### src/rtl/stb_pkg.sv
package stb_pkg;

    typedef enum logic [1:0] {
        FMT_NONE = 2'b00,
        FMT_LO   = 2'b01,
        FMT_HI   = 2'b10,
        FMT_BOTH = 2'b11
    } fmt_e;

    typedef struct packed {
        logic ctrl_wr;
        logic byte_wr;
        fmt_e new_fmt;
    } wr_cmd_t;

    function automatic wr_cmd_t decode_write(input logic en, input logic is_ctrl,
                                             input logic [1:0] low_bits);
        wr_cmd_t c;
        c.new_fmt = fmt_e'(low_bits);
        c.ctrl_wr = en && is_ctrl && (low_bits != 2'b00);
        c.byte_wr = en && !is_ctrl;
        return c;
    endfunction

endpackage

### src/rtl/stb_count_reg.sv
module stb_count_reg
    import stb_pkg::*;
#(
    parameter int BYTE_W = 8,
    localparam int CNT_W = 2 * BYTE_W
) (
    input  logic              clk,
    input  logic              rst,
    input  wr_cmd_t           cmd,
    input  logic [BYTE_W-1:0] byte_in,
    output logic              ld_o,
    output logic [CNT_W-1:0]  cr_o
);

    localparam logic [BYTE_W-1:0] ZERO_B = '0;

    fmt_e              fmt_q;
    logic              hi_next_q;
    logic [BYTE_W-1:0] low_q;
    logic [CNT_W-1:0]  cr_q;
    logic              ld_q;

    always_ff @(posedge clk) begin
        if (rst) begin
            fmt_q     <= FMT_BOTH;
            hi_next_q <= 1'b0;
            low_q     <= '0;
            cr_q      <= '0;
            ld_q      <= 1'b0;
        end else begin
            ld_q <= 1'b0;
            if (cmd.ctrl_wr) begin
                fmt_q     <= cmd.new_fmt;
                hi_next_q <= 1'b0;
            end else if (cmd.byte_wr) begin
                case (fmt_q)
                    FMT_LO: begin
                        cr_q <= {ZERO_B, byte_in};
                        ld_q <= 1'b1;
                    end
                    FMT_HI: begin
                        cr_q <= {byte_in, ZERO_B};
                        ld_q <= 1'b1;
                    end
                    default: begin
                        if (!hi_next_q) begin
                            low_q     <= byte_in;
                            hi_next_q <= 1'b1;
                        end else begin
                            cr_q      <= {byte_in, low_q};
                            ld_q      <= 1'b1;
                            hi_next_q <= 1'b0;
                        end
                    end
                endcase
            end
        end
    end

    assign ld_o = ld_q;
    assign cr_o = cr_q;

    // the first byte of a two-byte count never produces a load
    p_first_byte_idle_r7: assert property (@(posedge clk) disable iff (rst)
        (cmd.byte_wr && !cmd.ctrl_wr && fmt_q == FMT_BOTH && !hi_next_q) |=> !ld_q);

    // a control write cancels any load request
    p_ctrl_drops_load_r2: assert property (@(posedge clk) disable iff (rst)
        cmd.ctrl_wr |=> !ld_q);

endmodule

### src/rtl/stb_down_counter.sv
module stb_down_counter #(
    parameter int CNT_W = 16
) (
    input  logic             clk,
    input  logic             rst,
    input  logic             stop_i,
    input  logic             ld_i,
    input  logic [CNT_W-1:0] cr_i,
    input  logic             gate_i,
    output logic             out_n_o
);

    localparam logic [CNT_W-1:0] ONE = CNT_W'(1);

    logic [CNT_W-1:0] ce_q;
    logic             run_q;
    logic             arm_q;
    logic             out_q;
    logic             hit_zero;

    assign hit_zero = arm_q && (ce_q == ONE);

    always_ff @(posedge clk) begin
        if (rst) begin
            ce_q  <= '0;
            run_q <= 1'b0;
            arm_q <= 1'b0;
            out_q <= 1'b1;
        end else begin
            out_q <= 1'b1;
            if (stop_i) begin
                run_q <= 1'b0;
                arm_q <= 1'b0;
            end else if (ld_i) begin
                ce_q  <= cr_i;
                run_q <= 1'b1;
                arm_q <= 1'b1;
            end else if (run_q && gate_i) begin
                ce_q <= ce_q - ONE;
                if (hit_zero) begin
                    out_q <= 1'b0;
                    arm_q <= 1'b0;
                end
            end
        end
    end

    assign out_n_o = out_q;

    // the counter takes the count one edge after it is presented
    p_load_value_r3: assert property (@(posedge clk) disable iff (rst)
        (ld_i && !stop_i) |=> ce_q == $past(cr_i));

    // the strobe is never wider than one clock
    p_strobe_width_r4: assert property (@(posedge clk) disable iff (rst)
        !out_q |=> out_q);

    // nothing fires once the strobe has been spent
    p_silent_unarmed_r5: assert property (@(posedge clk) disable iff (rst)
        !arm_q |=> out_q);

    // a low gate freezes the count
    p_gate_freeze_r9: assert property (@(posedge clk) disable iff (rst)
        (run_q && !gate_i && !ld_i && !stop_i) |=> ce_q == $past(ce_q));

    // a control write halts counting with the output high
    p_stop_high_r2: assert property (@(posedge clk) disable iff (rst)
        stop_i |=> (out_q && !run_q));

endmodule

### src/rtl/swstrobe_timer.sv
module swstrobe_timer
    import stb_pkg::*;
#(
    parameter int BYTE_W = 8
) (
    input  logic              clk,
    input  logic              rst,
    input  logic              wr_en,
    input  logic              wr_ctrl,
    input  logic [BYTE_W-1:0] wr_data,
    input  logic              gate,
    output logic              out_n
);

    localparam int CNT_W = 2 * BYTE_W;

    wr_cmd_t          cmd;
    logic             ld;
    logic [CNT_W-1:0] cr;

    assign cmd = decode_write(wr_en, wr_ctrl, wr_data[1:0]);

    stb_count_reg #(.BYTE_W(BYTE_W)) u_count_reg (
        .clk     (clk),
        .rst     (rst),
        .cmd     (cmd),
        .byte_in (wr_data),
        .ld_o    (ld),
        .cr_o    (cr)
    );

    stb_down_counter #(.CNT_W(CNT_W)) u_counter (
        .clk     (clk),
        .rst     (rst),
        .stop_i  (cmd.ctrl_wr),
        .ld_i    (ld),
        .cr_i    (cr),
        .gate_i  (gate),
        .out_n_o (out_n)
    );

    // output is high in the first cycle after reset
    p_reset_high_r1: assert property (@(posedge clk)
        $past(rst) |-> out_n);

endmodule

### config.mk
export PLATFORM = sky130hd
export DESIGN_NAME = swstrobe_timer
export DESIGN_NICKNAME = d
export VERILOG_FILES = /design/src/rtl/stb_pkg.sv /design/src/rtl/stb_count_reg.sv /design/src/rtl/stb_down_counter.sv /design/src/rtl/swstrobe_timer.sv
export SDC_FILE = /design/constraint.sdc
export NUM_CORES = 1
export LEC_CHECK = 0
export BUFFER_PORTS_ARGS = -buffer_cell sky130_fd_sc_hd__buf_2
export CORE_ASPECT_RATIO = 2
export CORE_MARGIN = 2
export CORE_UTILIZATION = 64
export DETAILED_ROUTE_END_ITERATION = 8
export PLACE_DENSITY = 0.88
export SYNTH_ARGS = -nofsm -noshare
export SYNTH_HDL_FRONTEND = slang
export SYNTH_SLANG_ARGS = --single-unit
### constraint.sdc
create_clock -name clk -period 2.9 [get_ports clk]
set_clock_uncertainty 0.05 [all_clocks]
set_input_delay 0.435 -clock clk [delete_from_list [all_inputs] [get_ports clk]]
set_output_delay 0.435 -clock clk [all_outputs]
set_load 0.1 [all_outputs]
==> results of run 1 <==
logic make-up (layout without fill, tap and decap cells):
logic type               count (synthesis)  after routing  share of synthesized area
AND/OR/NAND/NOR                        121            121                      0.279
AO/OA/AOI/OAI                           85             85                      0.250
flip-flops                              47             47                      0.408
buffers and inverters                   19             31                     0.0369
adder cells (fa/ha/maj)                  4              4                     0.0217
multiplexers                             1              1                    0.00435
cell type report:
type | count | area, µm² | share of cell area
clock buffer | 5 | 68.8 | 0.0276
clock inverter | 3 | 22.5 | 0.00904
inverter | 5 | 18.8 | 0.00753
multi-input combinational | 211 | 1280 | 0.513
sequential | 47 | 941 | 0.378
tap | 48 | 60.1 | 0.0241
timing repair buffer | 18 | 103 | 0.0412
per-layer routing:
metal	vias up	wire length [µm]	track usage
met5	-	0	0
met4	0	165	0.143
met3	20	344	0.0510
met2	112	3190	0.571
met1	1011	2160	0.350
li1	1056	-	-
per-stage QoR:
stage                     cells  instance area (µm²)  total power [W]  worst slack, ns  hold slack, ns
after floorplan             277                 2300         0.000856             1.06           0.314
after global placement      329                 2400         0.000914            0.917           0.339
after detailed placement    329                 2400         0.000919            0.888           0.336
after CTS                   337                 2490          0.00133            0.923           0.316
after global routing        337                 2490          0.00138            0.764           0.314
final                       337                 2490          0.00133            0.866           0.320
path summary, 6_finish.rpt:
path / startpoint / cells after the start / end / slack (ns)
worst max-delay path: u_counter.ce_q[0]$_SDFFE_PP0P_ / 6 / u_counter.ce_q[12]$_SDFFE_PP0P_ / 0.87
worst min-delay path: wr_data[7] / 2 / u_count_reg.cr_o[15]$_SDFFE_PP0P_ / 0.32
worst max register to register: u_counter.ce_q[0]$_SDFFE_PP0P_ / 6 / u_counter.ce_q[12]$_SDFFE_PP0P_ / 0.87
worst min register to register: u_counter.arm_q$_SDFFE_PP0P_ / 1 / u_counter.out_n_o$_SDFF_PP1_ / 0.35
synth_stat cells, types with 2 or more instances:
cell      count  share of area
o21ai_0      10          0.022
nor4_1        5          0.014
a22o_1       10          0.038
a21oi_1      27          0.059
inv_1         4         0.0065
clkbuf_1      8          0.013
nand2_1      39          0.064
o22ai_1       2         0.0054
dfxtp_1      47           0.41
a211oi_1      9          0.029
nor3_1        5          0.011
a32oi_1       2         0.0076
a21o_1        2         0.0065
or2_2         2         0.0054
nand3_1       7          0.015
o211ai_1      6          0.020
nand4b_1      2         0.0076
and2_1        4          0.011
o211a_1       2         0.0087
nor2_1       34          0.055
or4_1         5          0.016
and3b_1       2         0.0076
ha_1          4          0.022
nor4_4        2          0.018
buf_2         4         0.0087
a22oi_1       5          0.016
nand4_1       4          0.011
nand2_2       2         0.0054
flip-flops by register name (all words and copies together) (netlist names):
signal / cells
u_count_reg.cr_o: 16
u_counter.run_q: 1
u_count_reg.fmt_q: 2
u_counter.ce_q: 16
u_counter.arm_q: 1
u_count_reg.ld_o: 1
u_count_reg.hi_next_q: 1
u_counter.out_n_o: 1
u_count_reg.low_q: 8
where the power goes:
part / internal [W] / switching (W) / total (W) / leakage [nW]
registers: 0.000672 / 0.0000249 / 0.000697 / 0.381
clock network: 0.000175 / 0.000245 / 0.000420 / 0.0489
logic: 0.0000793 / 0.000135 / 0.000214 / 0.536
==> results.toml, run 1 <==
[floorplan]
fp.dieArea_mm2 = 0.00412
io_pins = 14
die_h_um = 88.8
row_count = 30
coreArea_mm2 = 0.00342
initial_core_util = 0.674
die_w_um = 46.4

[logic_synthesis]
ys_warn_count = 0
syn_nets = 294
yosysUniqueCellTypes = 50
synthesis.area_per_instance_um2 = 8.32
synthCells = 277
ys_seq_area_frac = 0.408
synth-main-ff-cell = "dfxtp_1"
synth-edff-count = 0
syn_area_mm2 = 0.00230
synth-async-reset-ratio = 0
ys_ff_latch = 47

[critical_path]
critPathSlowestCell = "nor3b_2"
critPathKind = "register to register"
critical_path.max_stage_delay_ns = 0.51
cp_num_buf_inv = 1
worst_ep_required_time_ns = 3.06
cp-end-kind = "register"
cp.arrival_ns = 2.20
cpLargestDelayFamily = "simple AND/OR/NAND/NOR gates"
startpoint_type = "register"
crit_path_cell_trace = "inv_1 > ha_1 > nor3b_2 > and3b_1 > a211oi_1 > a211o_1"
cp_max_fo = 8

[cts]
cts_buffer_depth = 2
cts_buffers = 5
postCtsHoldBufs = 0
htree_levels = 2
clk_latency_ns = 0.31
cts_setup_buffers = 0
cts.sinks = 47
cts_resized = 0
clk_pin_slew_ns = 0.10
cts-root-buf = "clkbuf_8"
cts_tree = "done"

[job]
drv_cap = 0

[drt]
drt_iter0_markers = 136
vias = 2199
totalWireLength_um = 5860
drc = 0
wl_per_cell_um = 17.4
drt.antenna.violating_nets = 0
drt-pass1-iter-count = 4
viasPerCell = 6.53

[place]
port_buffers = 13
gp_congestion = 0.914
dp_hpwl_um = 4180

[pwr]
vdd_drop_max_mv = 0.506
power.leakage_nw = 0.966
p_per_area_mw_per_mm2 = 534

[outcome]
outcome = "completed"

[final_layout]
n_fill_cell = 271
final_util = 0.729
area_growth_pct = 8.15
final_common_cell = "dfxtp_1"
finalNetCount = 305
drive_above_1_share = 0.125
layout_common_cells = "dfxtp_1 (47), nand2_1 (39), nor2_1 (34), a21oi_1 (27), buf_2 (13)"
antenna_cells = 0

[global_route]
grt_pass1_wl_um = 9530
grt_max_degree = 35
grt_pass1_vias = 2064
grt_antenna_before_repair = 0
grt.overflow.total = 0
track_usage = 0.320

[timing]
setup_viol_count_final = 0
final-max-slew-violation-count = 0
hold_violations = 0
period_minus_slack_ns = 2.03
fmax_mhz = 492
rsz0062_at_grt = "false"
slew_headroom = 0.618
worst_pin_slew_ns = 0.571
fin_tns_setup_ns = 0
fin_crit_sh = 0.701

[min_path]
hold_class = "primary input to register"
(Power assumes the default switching activity.)
==> run 2: changes to the inputs <==
CORE_UTILIZATION = 54   (was 64)
PLACE_DENSITY = 0.8   (was 0.88)
clock period = 1.73 ns   (was 2.9 ns; I/O delays follow)
==> run 2 against run 1 <==
  * Critical path depth down 2
  * Largest cell class unchanged
  * Critical endpoint is now u_counter.ce_q[7]$_SDFFE_PP0P_
  * Combinational power increased by 100%
  * Cell area up 10%
  * Final cell count increased by 6.8%
  * Routed wire length is 3.7% higher
  * Sequential share of layout area shrank 3.3 points
  * Non-clock buffer count grew 19
==> results.toml, run 2 (synthesis results as in run 1) <==
[final_layout]
final_common_cell = "dfxtp_1"
finalNetCount = 324
final_cell_area_mm2 = 0.00274
drive_above_1_share = 0.214
antenna_cells = 0
area_growth_pct = 19.0
layout_common_cells = "dfxtp_1 (44), nand2_1 (39), nor2_1 (33), a21oi_1 (27), buf_4 (21)"

[cts]
cts.sinks = 47
cts_buffer_depth = 2
cts_buffers = 5
cts_tree = "done"
clk_latency_ns = 0.30
htree_levels = 2
cts-root-buf = "clkbuf_8"
clk_pin_slew_ns = 0.09

[timing]
setup_ws_ns = 0.0674
period_minus_slack_ns = 1.66
fin_crit_sh = 0.961
final-max-slew-violation-count = 0
slew_headroom = 0.678
fmax_mhz = 601
setup_viol_count_final = 0
fin_tns_setup_ns = 0
rsz0062_at_grt = "false"
worst_pin_slew_ns = 0.486
hold_violations = 0

[floorplan]
die_w_um = 50.2
io_pins = 14
row_count = 33
die_h_um = 96.4
coreArea_mm2 = 0.00409
fp.dieArea_mm2 = 0.00484
initial_core_util = 0.564

[pwr]
power.leakage_nw = 1.08
switching_power_w = 0.000664
p_int_w = 0.00180
p_clk_frac = 0.349
sw_frac_of_total = 0.270
power_frac_seq = 0.476
p_comb_frac = 0.175
p_per_area_mw_per_mm2 = 898
vdd_drop_max_mv = 0.634

[place]
port_buffers = 13
dp_hpwl_um = 4760
dpl-instance-area_mm2 = 0.00258
pre_cts_ws_ns = -0.0103
gp_congestion = 0.985

[critical_path]
critPathKind = "register to register"
cp-end-kind = "register"
cp_max_fo = 7
cp.arrival_ns = 1.84
worst_ep_required_time_ns = 1.91
startpoint_type = "register"

[global_route]
grt.overflow.total = 0
grt_max_degree = 22
track_usage = 0.271
grt_antenna_before_repair = 0
grt_pass1_wl_um = 9670
grt_pass1_vias = 2071

[drt]
wl_per_cell_um = 16.9
drt-pass1-iter-count = 4
drc = 0
drt.antenna.violating_nets = 0
viasPerCell = 6.10
vias = 2195
totalWireLength_um = 6070
drt_iter0_markers = 102

[job]
drv_cap = 0

[min_path]
hold_class = "primary input to register"

[outcome]
outcome = "completed"
## run 2: cell count changes in the layout (fill, tap and decap cells not counted), moves of 2 or more
cell,before,now
buf_4,5,21
buf_6,0,2
dfxtp_1,47,44
dfxtp_2,0,3
## run 2: what timing repair did
action | in CTS | in global routing
gates resized for setup | 1 | 10
setup endpoints to repair | 1 | 8
setup buffers | 0 | 0
hold buffers | 0 | 0
## run 2: layout make-up
class                      instances  area (µm²)
clock buffer                       6        82.6
clock inverter                     2        38.8
fill                             338        1350
inverter                           5        18.8
multi-input combinational        211        1330
sequential                        47         945
tap                               52        65.1
timing repair buffer              37         265
## run 2: path summary, 6_finish.rpt
check	startpoint	to	slack, ns	cells after the start
hold reg to reg	u_counter.arm_q$_SDFFE_PP0P_	u_counter.out_n_o$_SDFF_PP1_	0.35	1
setup / recovery	u_counter.ce_q[2]$_SDFFE_PP0P_	u_counter.ce_q[7]$_SDFFE_PP0P_	0.07	4
setup reg to reg	u_counter.ce_q[2]$_SDFFE_PP0P_	u_counter.ce_q[7]$_SDFFE_PP0P_	0.07	4
hold / removal	wr_data[3]	u_count_reg.cr_o[11]$_SDFFE_PP0P_	0.15	2
## run 2: power by group through the flow
stage	Clock (W)	Combinational (W)	Sequential [W]
floorplan	0	0.000268	0.00118
global placement	0	0.000410	0.00119
detailed placement	0	0.000415	0.00119
CTS	0.000871	0.000418	0.00117
global route	0.000925	0.000473	0.00118
finish	0.000859	0.000431	0.00117
## run 2: stage by stage
stage          hold WS (ns)  instances  power (W)  utilization
2_1_floorplan         0.314        277    0.00145            -
3_3_place_gp          0.326        352    0.00160        0.632
3_5_place_dp          0.332        352    0.00161        0.632
4_1_cts               0.146        360    0.00246        0.663
5_1_grt               0.140        360    0.00258        0.671
6_report              0.149        360    0.00246        0.671
## run 2: critical path: stages (launching register included)
cell and delay [ns]:
dfxtp_1 0.42, nor4_4 0.37, nand2_2 0.10, or4_1 0.49, a31oi_1 0.18
## run 2: layer usage
metal / global-route usage / vias to the layer above / part of all wire
met5: 0 / - / 0
met4: 0.171 / 0 / 0.054
met3: 0.0311 / 23 / 0.033
met2: 0.525 / 71 / 0.56
met1: 0.261 / 1014 / 0.36
li1: - / 1087 / -
